<file path="src/rtl/vsw_pkg.sv">
package vsw_pkg;

    // Write sequencer states
    typedef enum logic [2:0] {
        WR_IDLE,
        WR_LATCH,
        WR_WAIT_SLOT,
        WR_WRITE,
        WR_ACK
    } wr_state_e;

    // Index of each synchronized strobe in the sync vector
    localparam int SIG_AS  = 3;
    localparam int SIG_UDS = 2;
    localparam int SIG_LDS = 1;
    localparam int SIG_WR  = 0;
    localparam int SIG_NUM = 4;

endpackage

</file>
<file path="src/rtl/vsw_sync.sv">
module vsw_sync #(
    parameter int N      = 4,
    parameter int STAGES = 2
) (
    input  logic         clk,
    input  logic         rst_n,
    input  logic [N-1:0] async_in,
    output logic [N-1:0] sync_out
);

    logic [STAGES-1:0][N-1:0] pipe_d, pipe_q;

    always_comb begin
        pipe_d[0] = async_in;
        for (int i = 1; i < STAGES; i++) begin
            pipe_d[i] = pipe_q[i-1];
        end
    end

    always_ff @(posedge clk or negedge rst_n) begin
        if (!rst_n) begin
            pipe_q <= '0;
        end else begin
            pipe_q <= pipe_d;
        end
    end

    assign sync_out = pipe_q[STAGES-1];

endmodule

</file>
<file path="src/rtl/vsw_slot_arb.sv">
module vsw_slot_arb #(
    parameter bit GATE_BLANK = 1'b1
) (
    input  logic disp_req,
    input  logic disp_visible,
    input  logic wr_busy,
    input  logic wr_waiting,
    input  logic wr_starve,
    output logic rd_grant,
    output logic rd_refuse,
    output logic wr_go
);

    // When gating is off every request counts as visible
    localparam logic PASS_BLANK = !GATE_BLANK;

    logic disp_ok;

    always_comb begin
        disp_ok   = disp_req & (disp_visible | PASS_BLANK);
        rd_grant  = disp_ok & ~wr_busy & ~wr_starve;
        rd_refuse = disp_ok & ~rd_grant;
        wr_go     = wr_waiting & (~disp_ok | wr_starve);
    end

endmodule

</file>
<file path="src/rtl/vsw_wr_engine.sv">
module vsw_wr_engine
    import vsw_pkg::*;
#(
    parameter int CPU_AW    = 14,
    parameter int WE_CYCLES = 1,
    parameter int MAX_WAIT  = 8
) (
    input  logic                clk,
    input  logic                rst_n,
    input  logic                as_s,
    input  logic                uds_s,
    input  logic                lds_s,
    input  logic                wr_s,
    input  logic [CPU_AW-1:0]   cpu_addr,
    input  logic [15:0]         cpu_wdata,
    input  logic                wr_go,
    output logic                wr_busy,
    output logic                wr_waiting,
    output logic                wr_starve,
    output logic [CPU_AW:0]     wr_addr,
    output logic [7:0]          wr_data,
    output logic                we_n,
    output logic                dtack_n
);

    localparam int SRAM_AW = CPU_AW + 1;
    localparam int PH_W    = $clog2(WE_CYCLES + 2);
    localparam int CNT_W   = $clog2(MAX_WAIT + 1);
    localparam logic [PH_W-1:0]  PH_LOW_END = PH_W'(WE_CYCLES);
    localparam logic [CNT_W-1:0] CNT_LIMIT  = CNT_W'(MAX_WAIT);

    typedef struct packed {
        wr_state_e           state;
        logic [PH_W-1:0]     ph;
        logic [CNT_W-1:0]    wait_cnt;
        logic [1:0]          pend;      // [1] even byte, [0] odd byte
        logic [CPU_AW-1:0]   lat_addr;
        logic [15:0]         lat_data;
        logic [SRAM_AW-1:0]  addr;
        logic [7:0]          wdata;
        logic                we_n;
        logic                dtack_n;
    } wr_regs_t;

    localparam wr_regs_t WR_RESET = '{
        state:    WR_IDLE,
        ph:       '0,
        wait_cnt: '0,
        pend:     '0,
        lat_addr: '0,
        lat_data: '0,
        addr:     '0,
        wdata:    '0,
        we_n:     1'b1,
        dtack_n:  1'b1
    };

    wr_regs_t r_q, r_d;
    logic [1:0] pend_left;

    always_comb begin
        r_d       = r_q;
        pend_left = r_q.pend[1] ? {1'b0, r_q.pend[0]} : 2'b00;
        case (r_q.state)
            WR_IDLE: begin
                if (as_s && wr_s && (uds_s || lds_s)) begin
                    r_d.state    = WR_LATCH;
                    r_d.lat_addr = cpu_addr;
                    r_d.lat_data = cpu_wdata;
                    r_d.pend     = {uds_s, lds_s};
                end
            end
            WR_LATCH: begin
                r_d.state    = WR_WAIT_SLOT;
                r_d.wait_cnt = '0;
            end
            WR_WAIT_SLOT: begin
                if (wr_go) begin
                    r_d.state = WR_WRITE;
                    r_d.ph    = '0;
                    r_d.addr  = {r_q.lat_addr, ~r_q.pend[1]};
                    r_d.wdata = r_q.pend[1] ? r_q.lat_data[15:8] : r_q.lat_data[7:0];
                end else if (r_q.wait_cnt != CNT_LIMIT) begin
                    r_d.wait_cnt = r_q.wait_cnt + 1'b1;
                end
            end
            WR_WRITE: begin
                if (r_q.ph < PH_LOW_END) begin
                    r_d.ph   = r_q.ph + 1'b1;
                    r_d.we_n = 1'b0;
                end else if (r_q.ph == PH_LOW_END) begin
                    r_d.ph   = r_q.ph + 1'b1;
                    r_d.we_n = 1'b1;
                end else begin
                    r_d.pend = pend_left;
                    if (pend_left != 2'b00) begin
                        r_d.state    = WR_WAIT_SLOT;
                        r_d.wait_cnt = '0;
                    end else begin
                        r_d.state   = WR_ACK;
                        r_d.dtack_n = 1'b0;
                    end
                end
            end
            WR_ACK: begin
                if (!as_s) begin
                    r_d.state   = WR_IDLE;
                    r_d.dtack_n = 1'b1;
                end
            end
            default: r_d = WR_RESET;
        endcase
    end

    always_ff @(posedge clk or negedge rst_n) begin
        if (!rst_n) begin
            r_q <= WR_RESET;
        end else begin
            r_q <= r_d;
        end
    end

    assign wr_busy    = (r_q.state == WR_WRITE);
    assign wr_waiting = (r_q.state == WR_WAIT_SLOT);
    assign wr_starve  = wr_waiting && (r_q.wait_cnt == CNT_LIMIT);
    assign wr_addr    = r_q.addr;
    assign wr_data    = r_q.wdata;
    assign we_n       = r_q.we_n;
    assign dtack_n    = r_q.dtack_n;

endmodule

</file>
<file path="src/rtl/vsw_rd_path.sv">
module vsw_rd_path #(
    parameter int SRAM_AW = 15
) (
    input  logic               clk,
    input  logic               rst_n,
    input  logic               rd_grant,
    input  logic               rd_refuse,
    input  logic [SRAM_AW-1:0] disp_addr,
    input  logic [7:0]         sram_rdata,
    output logic               oe_n,
    output logic [SRAM_AW-1:0] rd_addr,
    output logic               disp_grant,
    output logic               disp_refused,
    output logic               disp_rvalid,
    output logic [7:0]         disp_rdata
);

    typedef struct packed {
        logic               oe_n;
        logic [SRAM_AW-1:0] raddr;
        logic               grant;
        logic               refused;
        logic               rvalid;
        logic [7:0]         rdata;
    } rd_regs_t;

    localparam rd_regs_t RD_RESET = '{
        oe_n:    1'b1,
        raddr:   '0,
        grant:   1'b0,
        refused: 1'b0,
        rvalid:  1'b0,
        rdata:   '0
    };

    rd_regs_t r_q, r_d;

    always_comb begin
        r_d         = r_q;
        r_d.oe_n    = ~rd_grant;
        r_d.grant   = rd_grant;
        r_d.refused = rd_refuse;
        r_d.rvalid  = ~r_q.oe_n;
        if (rd_grant) begin
            r_d.raddr = disp_addr;
        end
        if (!r_q.oe_n) begin
            r_d.rdata = sram_rdata;
        end
    end

    always_ff @(posedge clk or negedge rst_n) begin
        if (!rst_n) begin
            r_q <= RD_RESET;
        end else begin
            r_q <= r_d;
        end
    end

    assign oe_n         = r_q.oe_n;
    assign rd_addr      = r_q.raddr;
    assign disp_grant   = r_q.grant;
    assign disp_refused = r_q.refused;
    assign disp_rvalid  = r_q.rvalid;
    assign disp_rdata   = r_q.rdata;

endmodule

</file>
<file path="src/rtl/vram_wr_port.sv">
module vram_wr_port
    import vsw_pkg::*;
#(
    parameter int CPU_AW      = 14,
    parameter int SYNC_STAGES = 2,
    parameter int WE_CYCLES   = 1,
    parameter int MAX_WAIT    = 8,
    parameter bit GATE_BLANK  = 1'b1
) (
    input  logic              clk,
    input  logic              rst_n,
    input  logic [CPU_AW-1:0] cpu_addr,
    input  logic [15:0]       cpu_wdata,
    input  logic              cpu_as_n,
    input  logic              cpu_uds_n,
    input  logic              cpu_lds_n,
    input  logic              cpu_rw,
    output logic              cpu_dtack_n,
    output logic [CPU_AW:0]   sram_addr,
    output logic [7:0]        sram_wdata,
    input  logic [7:0]        sram_rdata,
    output logic              sram_ce_n,
    output logic              sram_we_n,
    output logic              sram_oe_n,
    input  logic              disp_req,
    input  logic              disp_visible,
    input  logic [CPU_AW:0]   disp_addr,
    output logic              disp_grant,
    output logic              disp_refused,
    output logic              disp_rvalid,
    output logic [7:0]        disp_rdata
);

    localparam int SRAM_AW = CPU_AW + 1;

    logic [SIG_NUM-1:0] strobe_raw, strobe_s;
    logic wr_busy, wr_waiting, wr_starve, wr_go;
    logic rd_grant, rd_refuse, rd_oe_n;
    logic [SRAM_AW-1:0] wr_addr, rd_addr;

    always_comb begin
        strobe_raw          = '0;
        strobe_raw[SIG_AS]  = ~cpu_as_n;
        strobe_raw[SIG_UDS] = ~cpu_uds_n;
        strobe_raw[SIG_LDS] = ~cpu_lds_n;
        strobe_raw[SIG_WR]  = ~cpu_rw;
    end

    vsw_sync #(.N(SIG_NUM), .STAGES(SYNC_STAGES)) u_sync (
        .clk      (clk),
        .rst_n    (rst_n),
        .async_in (strobe_raw),
        .sync_out (strobe_s)
    );

    vsw_wr_engine #(
        .CPU_AW    (CPU_AW),
        .WE_CYCLES (WE_CYCLES),
        .MAX_WAIT  (MAX_WAIT)
    ) u_wr (
        .clk        (clk),
        .rst_n      (rst_n),
        .as_s       (strobe_s[SIG_AS]),
        .uds_s      (strobe_s[SIG_UDS]),
        .lds_s      (strobe_s[SIG_LDS]),
        .wr_s       (strobe_s[SIG_WR]),
        .cpu_addr   (cpu_addr),
        .cpu_wdata  (cpu_wdata),
        .wr_go      (wr_go),
        .wr_busy    (wr_busy),
        .wr_waiting (wr_waiting),
        .wr_starve  (wr_starve),
        .wr_addr    (wr_addr),
        .wr_data    (sram_wdata),
        .we_n       (sram_we_n),
        .dtack_n    (cpu_dtack_n)
    );

    vsw_slot_arb #(.GATE_BLANK(GATE_BLANK)) u_arb (
        .disp_req     (disp_req),
        .disp_visible (disp_visible),
        .wr_busy      (wr_busy),
        .wr_waiting   (wr_waiting),
        .wr_starve    (wr_starve),
        .rd_grant     (rd_grant),
        .rd_refuse    (rd_refuse),
        .wr_go        (wr_go)
    );

    vsw_rd_path #(.SRAM_AW(SRAM_AW)) u_rd (
        .clk          (clk),
        .rst_n        (rst_n),
        .rd_grant     (rd_grant),
        .rd_refuse    (rd_refuse),
        .disp_addr    (disp_addr),
        .sram_rdata   (sram_rdata),
        .oe_n         (rd_oe_n),
        .rd_addr      (rd_addr),
        .disp_grant   (disp_grant),
        .disp_refused (disp_refused),
        .disp_rvalid  (disp_rvalid),
        .disp_rdata   (disp_rdata)
    );

    // Only one SRAM device is fitted; its enable never deasserts
    assign sram_ce_n = 1'b0;
    assign sram_oe_n = rd_oe_n;
    assign sram_addr = rd_oe_n ? wr_addr : rd_addr;

endmodule

</file>
<file path="config.mk">
export PLATFORM = sky130hd
export DESIGN_NAME = vram_wr_port
export DESIGN_NICKNAME = d
export VERILOG_FILES = /design/src/rtl/vsw_pkg.sv /design/src/rtl/vsw_sync.sv /design/src/rtl/vsw_slot_arb.sv /design/src/rtl/vsw_wr_engine.sv /design/src/rtl/vsw_rd_path.sv /design/src/rtl/vram_wr_port.sv
export SDC_FILE = /design/constraint.sdc
export NUM_CORES = 1
export LEC_CHECK = 0
export ABC_AREA = 1
export BUFFER_PORTS_ARGS = -buffer_cell sky130_fd_sc_hd__buf_2
export CAP_MARGIN = 20
export CORE_UTILIZATION = 50
export DETAILED_ROUTE_END_ITERATION = 8
export GPL_TIMING_DRIVEN = 0
export PLACE_DENSITY_LB_ADDON = 0.2
export SYNTH_ARGS = -nofsm -noshare
export SYNTH_HDL_FRONTEND = slang
export SYNTH_HIERARCHICAL = 1
export SYNTH_SLANG_ARGS = --single-unit
</file>
<file path="constraint.sdc">
create_clock -name clk -period 1.8 [get_ports clk]
set_input_delay 0.18 -clock clk [delete_from_list [all_inputs] [get_ports clk]]
set_output_delay 0.18 -clock clk [all_outputs]
set_load 0.005 [all_outputs]
</file>
==> results of run 1 <==
[worst max path at each step]
stage                      start          endpoint  slack [ns]  cells past startpoint
detailed placement  u_wr/r_q[63]   u_wr/wr_addr[3]       -0.28                     13
global route        u_wr/r_q[57]  u_wr/wr_addr[12]       -0.11                     11
CTS                 u_wr/r_q[63]   u_wr/wr_data[4]       0.005                     11
global placement           rst_n      u_wr/r_q[29]       -0.51                      1
floorplan           u_wr/r_q[63]   u_wr/wr_addr[0]        0.01                     13
finish              u_wr/r_q[57]   u_wr/wr_data[3]        0.02                     12
[cells in the mapped netlist]
cell,n,area [µm²]
nand2_1,228,856
dfrtp_1,98,2450
nand3_1,44,220
inv_1,31,116
o21ai_2,30,263
buf_4,26,195
nor2_1,18,67.6
o21ai_1,15,75.1
buf_6,12,135
nand2_2,11,68.8
o21ai_0,11,55.1
o211ai_1,8,60.1
clkbuf_1,7,26.3
buf_2,6,30.0
inv_2,5,18.8
ha_1,4,50.1
nand4_1,4,25.0
dfstp_2,3,78.8
nand3b_1,3,22.5
nor2_2,3,18.8
buf_12,2,40.0
nand3_2,2,20.0
a21boi_0,1,7.51
a21oi_1,1,5.00
a21oi_2,1,8.76
clkbuf_8,1,13.8
conb_1,1,3.75
inv_6,1,8.76
inv_8,1,11.3
nand2_4,1,11.3
nor2_4,1,11.3
nor2_8,1,20.0
nor3_2,1,10.0
o31ai_1,1,7.51
xor2_1,1,8.76
[through the flow]
step | power, W | utilization [%]
after floorplan | 0.00685 | -
after global placement | 0.00793 | 58.3
after detailed placement | 0.00807 | 58.6
after CTS | 0.0103 | 64.6
after global routing | 0.0112 | 65.8
final | 0.0104 | 65.8
[what timing repair did]
action                                  CTS  global route
buffers inserted                         13             4
pin swaps                                 6             9
hold buffers                             13             0
gates resized for setup                  28            35
hold endpoints to repair                 55             0
endpoints found under the setup margin   28            34
gates cloned                              5             0
[placed cells by master (no fill, tap or decap), drive strengths merged, types with 2 or more instances in the layout]
cell type,count
nand3,46
buf,164
a21oi,2
nand4,4
inv,38
nand3b,3
clkbuf,20
nand2,241
o21ai,56
ha,4
o211ai,8
dfrtp,98
bufinv,3
dlygate4sd3,13
dfstp,3
nor2,23
[where the power goes]
part | internal [W] | total (W) | switching (W)
combinational | 0.00228 | 0.00525 | 0.00297
sequential | 0.00301 | 0.00345 | 0.000436
clock | 0.000998 | 0.00174 | 0.000739
[sequential cells by signal, summed over array words and instances, names as in the netlist]
| register | cells |
|---|---|
| u_sync/pipe_d | 4 |
| u_rd/disp_refused | 1 |
| u_wr/wr_data | 8 |
| u_rd/rd_addr | 15 |
| u_rd/disp_rvalid | 1 |
| u_rd/disp_rdata | 8 |
| u_wr/we_n | 1 |
| u_rd/disp_grant | 1 |
| u_sync/sync_out | 4 |
| u_rd/oe_n | 1 |
| u_wr/r_q | 41 |
| u_wr/dtack_n | 1 |
| u_wr/wr_addr | 15 |
[area by class of cell]
| type | instances | area share (%) |
|---|---|---|
| multi-input cells | 392 | 31.7 |
| well taps | 133 | 2.59 |
| clock inverters | 4 | 1.48 |
| flip-flops and latches | 101 | 39.4 |
| inverters | 38 | 2.57 |
| plain buffers | 53 | 7.12 |
| clock buffers | 12 | 2.41 |
| repair buffers | 132 | 12.8 |
[cells by family after synthesis]
logic type / share of synthesized area (%)
other cells: 0.0747
flops: 50.4
fa+ha+maj: 0.997
simple gates: 26.9
xor+xnor: 0.174
buf+inv: 11.9
compound gates: 9.59
[metal layers]
layer  global-route usage [%]  part of all wire [%]  vias up
met5                        0                     0        -
li1                         -                     -     2106
met2                     36.2                    48       91
met1                     29.7                    46     1929
met4                     8.79                   1.6        0
met3                     3.49                   3.5       13
[worst max-delay path, cell delays in order, from the launching register on]
cell and delay [ns]:
dfrtp_2 0.42, inv_2 0.07, ha_4 0.13, nand3_4 0.07, nor2_4 0.13, nor2_2 0.05
nor2_2 0.11, inv_2 0.07, o21ai_4 0.20, nand2_4 0.13, buf_6 0.17, nand2_2 0.05
o21ai_1 0.06
==> results_dict.tcl, run 1 <==
set metrics [dict create \
    slew_headroom_pct 59.5 \
    h-tree-depth 3 \
    finalSetupViolCount 0 \
    fin_crit_sh_pct 98.8 \
    portBuffers 97 \
    hp-start "disp_addr[3]" \
    hpwl_um 7540 \
    clkSlewWorstSetupHoldPaths_ns 0.09 \
    instances_no_fill 865 \
    clockRootBuffer "clkbuf_8" \
    cts_buffers 9 \
    tritoncts "done" \
    dieWidth_um 102 \
    gp_congestion 0.835 \
    max-vdd-ir-drop_mv 0.823 \
    placed_area_um2 5730 \
    grt_pass1_wl_um 17600 \
    hold_violations 0 \
    wire_per_inst_um 12.7 \
    insertedDiodeCount 0 \
    finalClockSkew_ns 0.0121 \
    yosysUniqueCellTypes 35 \
    status "finished clean" \
    min_to "u_rd/rd_addr[3]" \
    maxCapViolations 0 \
    first_global_vias 3826 \
    n_fill_cell 821 \
    r2r_end "u_wr/wr_data[3]" \
    critPathKind "flop to flop" \
    place_inst 815 \
    design_area_um2 6430 \
    syn_nets 649 \
    startpoint_type "flop" \
    grt_max_degree 56 \
    core.rowCount 36 \
    rr_worst_depth 12 \
    multi_input_area_um2 2040 \
    whs_path_depth 3 \
    io_pins 99 \
    end_kind "flop" \
    grt.overflow.total 0 \
    yosysSeqAreaShare_pct 50.4 \
    core_um2 9770 \
    grt_use_total_pct 22.2 \
    reg2reg_from "u_wr/r_q[57]" \
    die_area_um2 10400 \
    clk_latency_ns 0.37 \
    avgViaCountPerCell 4.78 \
    drive_gt1_share_pct 37.6 \
    fmax_mhz 562 \
    slew_violations 0 \
    reg2reg_slack_ns 0.02 \
    place_ws_ns -0.283 \
    dr_total_vias 4139 \
    ys_warn_count 6 \
    first_pass_iters 4 \
    grt_antenna_before_repair 0 \
    worstPathArrival_ns 2.02 \
    detail-route-antenna-nets 0 \
    worst_slew_pin_slew_ns 0.607 \
    avgSynthCellArea_um2 8.60 \
    min_path_type "input pin to flop" \
    critPathMaxFanout 6 \
    clock-sinks 101 \
    netlist_instances 584 \
    p_leak_nw 3.36 \
    layout_min_cycle_time_ns 1.78 \
    netlist_area_um2 5020 \
    fin_ws_ns 0.0219 \
    cts.path.max_buffers 2 \
    die_height_um 102 \
    rsz0062_at_grt "true" \
    regArea_um2 2530 \
    wirelength_um 11000 \
    fin_nets 792 \
    required_ns 2.05 \
    post-route-drc-count 0 \
    start_util_pct 51.4 \
    tns_ns 0 \
    hold_ws_ns 0.0161 \
    syn2layout_area_growth_pct 28.0 \
    powerDensity_nw_per_um2 1620 \
    ys_ff_latch 101 \
    drt_iter0_drc 159 \
]
Power figures use the tool's default switching activity.
==> run 2, diff against run 1 <==
Settings changed: CORE_ASPECT_RATIO set to 1.25, GPL_ROUTABILITY_DRIVEN set to 0.
==> run 2 against run 1 <==
The run now ends with setup timing left. Final area decreased by 0.51%. Largest power group unchanged. Maximum frequency decreased by 2.3%. Sequential share of layout area increased by 0.20 points. Flip-flop and latch count unchanged. Critical path type unchanged. Critical path depth unchanged. Final cell count decreased by 1.8%. Clock power increased by 26%. Via count increased by 2.3%. Global-route usage increased by 0.16 points. Utilization increased by 0.11 points. Register-to-register slack got worse by 0.04 ns.
==> results_dict.tcl, run 2 (synthesis gave the netlist of run 1 again) <==
set metrics [dict create \
    min_path_type "input pin to flop" \
    rsz0062_at_grt "true" \
    final_cell_mix "216 x nand2_1, 99 x buf_2, 97 x dfrtp_1, 43 x buf_4, 43 x nand3_1" \
    endpoint "u_wr/wr_addr[0]" \
    insertedDiodeCount 0 \
    end_kind "flop" \
    n_fill_cell 820 \
    finalClockSkew_ns 0.00476 \
    top_register "u_wr/r_q" \
    h-tree-depth 3 \
    io_pins 99 \
    detail-route-antenna-nets 0 \
    startpoint "u_wr/r_q[57]" \
    slew_headroom_pct 59.7 \
    core_um2 9710 \
    post-route-drc-count 0 \
    placed_area_um2 5720 \
    pwr-share-comb_pct 48.0 \
    largest_register_ff_count 41 \
    fin_nets 783 \
    die_height_um 114 \
    core.rowCount 40 \
    clockRootBuffer "clkbuf_16" \
    powerDensity_nw_per_um2 1690 \
    cts_buffers 9 \
    drive_gt1_share_pct 37.1 \
    reg2reg_from "u_wr/r_q[57]" \
    portBuffers 97 \
    clk_latency_ns 0.35 \
    startpoint_type "flop" \
    grt_pass1_wl_um 18500 \
    dieWidth_um 91.6 \
    grt_antenna_before_repair 0 \
    max-vdd-ir-drop_mv 0.840 \
    finalSetupViolCount 4 \
    seq_power_share_pct 31.7 \
    hpwl_um 7670 \
    critPathKind "flop to flop" \
    fin_crit_sh_pct 101 \
    p_leak_nw 3.35 \
    r2r_end "u_wr/wr_addr[0]" \
    wirelength_um 11400 \
    hold_ws_ns 0.0242 \
    regArea_um2 2530 \
    violations "setup timing" \
    cts.path.max_buffers 2 \
    clock-sinks 101 \
    hold_violations 0 \
    critPathMaxFanout 5 \
    rr_worst_depth 12 \
    hp-start "sram_rdata[7]" \
    layout_min_cycle_time_ns 1.82 \
    drt_iter0_drc 222 \
    syn2layout_area_growth_pct 27.4 \
    post-route-util_pct 65.9 \
    layout_commonest_cell "nand2_1" \
    tritoncts "done" \
    design_area_um2 6400 \
    p_sw_share_pct 39.1 \
    multi_input_area_um2 2020 \
    dr_total_vias 4233 \
    worst_slew_pin_slew_ns 0.605 \
    required_ns 2.02 \
    grt_use_total_pct 22.3 \
    p_clk_share_pct 20.3 \
    status "finished, violations left" \
    first_pass_iters 4 \
    intPower_w 0.00659 \
    maxCapViolations 0 \
    grt_max_degree 57 \
    avgViaCountPerCell 4.99 \
    worstPathArrival_ns 2.04 \
    reg2reg_slack_ns -0.02 \
    power.switching_w 0.00423 \
    fmax_mhz 549 \
    clkSlewWorstSetupHoldPaths_ns 0.07 \
    slew_violations 0 \
    die_area_um2 10500 \
    grt.overflow.total 0 \
    start_util_pct 51.7 \
    wire_per_inst_um 13.4 \
    first_global_vias 4036 \
    fin_ws_ns -0.0200 \
]
==> run 2: how the worst min path moves through the flow <==
| stage | slack, ns | endpoint | depth (start not counted) |
|---|---|---|---|
| final | 0.02 | u_rd/disp_rdata[7] | 3 |
| after global routing | 0.04 | u_rd/disp_rdata[2] | 3 |
| after CTS | 0.02 | u_rd/disp_rdata[3] | 3 |
| after detailed placement | 0.23 | u_rd/rd_addr[1] | 1 |
| after floorplan | -0.12 | u_rd/disp_grant | 0 |
| after global placement | 0.32 | u_sync/pipe_d[4] | 2 |
==> run 2: per-stage QoR <==
step           setup WS (ns)  std cells  TNS (ns)  total power, W
3_5_place_dp          -0.275        808     -6.13         0.00804
6_report             -0.0200        849   -0.0349          0.0108
5_1_grt               -0.121        849     -1.71          0.0116
4_1_cts             -0.00725        840   -0.0160          0.0105
2_1_floorplan         0.0142        584         0         0.00685
3_3_place_gp          -0.461        807    -49.90         0.00789
==> run 2: power groups by stage <==
stage / clock, W / sequential (W) / combinational, W
6_report: 0.00219 / 0.00343 / 0.00519
5_1_grt: 0.00232 / 0.00352 / 0.00573
4_1_cts: 0.00224 / 0.00340 / 0.00484
3_5_place_dp: 0 / 0.00345 / 0.00460
3_3_place_gp: 0 / 0.00342 / 0.00447
2_1_floorplan: 0 / 0.00336 / 0.00349
==> run 2: final cells by class <==
type	count	share of cell area, %
Sequential cell	101	39.6
Multi-Input combinational cell	392	31.6
Timing Repair Buffer	124	11.4
Buffer	52	6.98
Clock buffer	12	4.17
Inverter	38	2.58
Tap cell	126	2.46
Clock inverter	4	1.21
==> run 2: per-layer routing <==
metal	routed length (µm)	share of wire [%]	track usage (%)
met2	5740	51	37.6
met5	0	0	0
met4	288	2.5	11.0
met1	4920	43	28.9
met3	420	3.7	2.26
==> run 2: timing repair <==
item | in CTS | in global routing
pin swaps | 4 | 9
buffers inserted | 11 | 7
endpoints found under the setup margin | 31 | 38
cloned | 1 | 3
resized for setup | 17 | 35
hold endpoints to repair | 48 | 0
hold buffers | 5 | 0
==> run 2: critical path: stages (launching register included) <==
cell	delay (ns)
dfrtp_2	0.42
inv_2	0.07
ha_4	0.13
nand3_4	0.07
nor2_4	0.16
nor2_2	0.06
nor2_2	0.11
inv_2	0.07
o21ai_4	0.20
nand2_4	0.13
buf_6	0.17
nand2_2	0.06
o31ai_2	0.05
==> run 3, diff against run 2 <==
Settings changed: SETUP_SLACK_MARGIN set to 0.1.
==> run 3 against run 2 <==
The flow now finishes without violations. Final area fell by 0.39%. Critical path depth did not move. Utilization fell by 0.26 points. Combinational power barely moved. Final cell count rose by 0.71%. Flip-flop and latch count did not move. Worst setup slack improved by 0.075 ns. Sequential share of layout area rose by 0.16 points. Die area did not move. Critical endpoint unchanged. Largest power group unchanged.
==> results_dict.tcl, run 3 (synthesis gave the netlist of run 1 again) <==
set metrics [dict create \
    status "finished clean" \
    grt_max_degree 71 \
    startpoint_type "flop" \
    clockRootBuffer "clkbuf_16" \
    worstPathArrival_ns 1.95 \
    core.rowCount 40 \
    finalClockSkew_ns 0.00527 \
    hold_ws_ns 0.0310 \
    critPathMaxFanout 7 \
    n_fill_cell 812 \
    first_global_vias 4011 \
    cpPeakStageDelay_ns 0.40 \
    regArea_um2 2530 \
    powerDensity_nw_per_um2 1660 \
    slew_violations 0 \
    min_path_type "input pin to flop" \
    maxCapViolations 0 \
    grt_use_total_pct 22.0 \
    fin_crit_sh_pct 97.0 \
    detail-route-antenna-nets 0 \
    portBuffers 97 \
    place_ws_ns -0.210 \
    die_area_um2 10500 \
    wire_per_inst_um 12.9 \
    layout_min_cycle_time_ns 1.75 \
    finalSetupViolCount 0 \
    h-tree-depth 3 \
    dr_total_vias 4115 \
    hpwl_um 7710 \
    rsz0062_at_grt "true" \
    wirelength_um 11000 \
    tritoncts "done" \
    drive_gt1_share_pct 36.4 \
    core_um2 9710 \
    cts.path.max_buffers 2 \
    p_leak_nw 3.34 \
    cp_slowest_cell "dfrtp_1" \
    fin_ws_ns 0.0547 \
    cts_buffers 9 \
    top_register "u_wr/r_q" \
    grt.overflow.total 0 \
    design_area_um2 6370 \
    cp_cell_sequence "inv_2 > ha_4 > nand3_4 > nor2_4 > nor2_2 > nor2_4 > inv_2 > o21ai_4 > nand2_4 > buf_6 > nand2_2 > o31ai_1" \
    drt_iter0_drc 168 \
    fmax_mhz 573 \
    clk_latency_ns 0.34 \
    whs_path_depth 3 \
    avgViaCountPerCell 4.81 \
    largest_register_ff_count 41 \
    end_kind "flop" \
    io_pins 99 \
    start_util_pct 51.7 \
    grt_pass1_wl_um 18000 \
    clock-sinks 101 \
    layout_commonest_cell "nand2_1" \
    first_pass_iters 5 \
    post-route-drc-count 0 \
    dieWidth_um 91.6 \
    clkSlewWorstSetupHoldPaths_ns 0.07 \
    critPathKind "flop to flop" \
    max-vdd-ir-drop_mv 0.933 \
    grt_antenna_before_repair 0 \
    insertedDiodeCount 0 \
    placed_area_um2 5750 \
    hold_violations 0 \
    rr_worst_depth 12 \
    syn2layout_area_growth_pct 26.9 \
    fin_nets 789 \
    required_ns 2.01 \
    final_cell_mix "225 x nand2_1, 99 x buf_2, 97 x dfrtp_1, 48 x buf_4, 43 x nand3_1" \
    multi_input_area_um2 1990 \
    die_height_um 114 \
]
run 3: cell types whose count changed in the layout (fill, tap and decap cells not counted), moves of 2 or more:
cell,change
buf_4,+5
clkbuf_8,-3
inv_6,+2
nand2_1,+9
nand2_2,-8
o21ai_0,-2
o21ai_1,+3
run 3: path summary, 6_finish.rpt:
check / startpoint / end / slack (ns)
worst max register to register: u_wr/r_q[58] / u_wr/wr_addr[0] / 0.05
worst max-delay path: u_wr/r_q[58] / u_wr/wr_addr[0] / 0.05
min in group asynchronous: rst_n / u_wr/wr_data[3] / 0.33
worst min register to register: u_sync/pipe_d[7] / u_sync/sync_out[3] / 0.35
worst min-delay path: sram_rdata[4] / u_rd/disp_rdata[4] / 0.03
max in group asynchronous: rst_n / u_wr/dtack_n / 0.75
run 3: metal layers:
layer,vias up,GRT usage [%],share of wire (%)
met5,-,0,0
met4,0,9.42,2.1
met3,19,4.12,4.3
met2,129,38.0,51
met1,1867,26.8,43
li1,2100,-,-
run 3: final cells by class:
| cell class | count | area share (%) |
|---|---|---|
| clock inverters | 6 | 1.08 |
| repair buffers | 128 | 11.9 |
| well taps | 126 | 2.47 |
| inverters | 38 | 2.59 |
| flip-flops and latches | 101 | 39.7 |
| plain buffers | 54 | 7.38 |
| clock buffers | 10 | 3.59 |
| multi-input cells | 392 | 31.2 |
run 3: power by group:
part           switching (W)  internal [W]
sequential          0.000408       0.00302
clock               0.000841       0.00109
combinational        0.00292       0.00228
run 3: through the flow:
stage / utilization [%] / setup TNS, ns / total power [W] / cells
after detailed placement: 59.2 / -4.21 / 0.00810 / 808
after global placement: 58.9 / -51.23 / 0.00797 / 807
final: 65.6 / 0 / 0.0106 / 855
after floorplan: - / 0 / 0.00691 / 584
after CTS: 64.8 / 0 / 0.0104 / 848
after global routing: 65.6 / -0.670 / 0.0113 / 855
run 3: repair_timing:
action	CTS	global route
setup endpoints to repair	38	55
resized for setup	21	13
cloned	4	0
hold buffers	5	0
buffers inserted	15	7
pin swaps	6	3
hold endpoints to repair	35	0
run 3: critical path: cells and delay by family, from the launching register on:
family,cells,cell delay (ns)
compound gates,2,0.24
fa+ha+maj,1,0.15
buf+inv,3,0.31
flops,1,0.40
simple gates,6,0.52
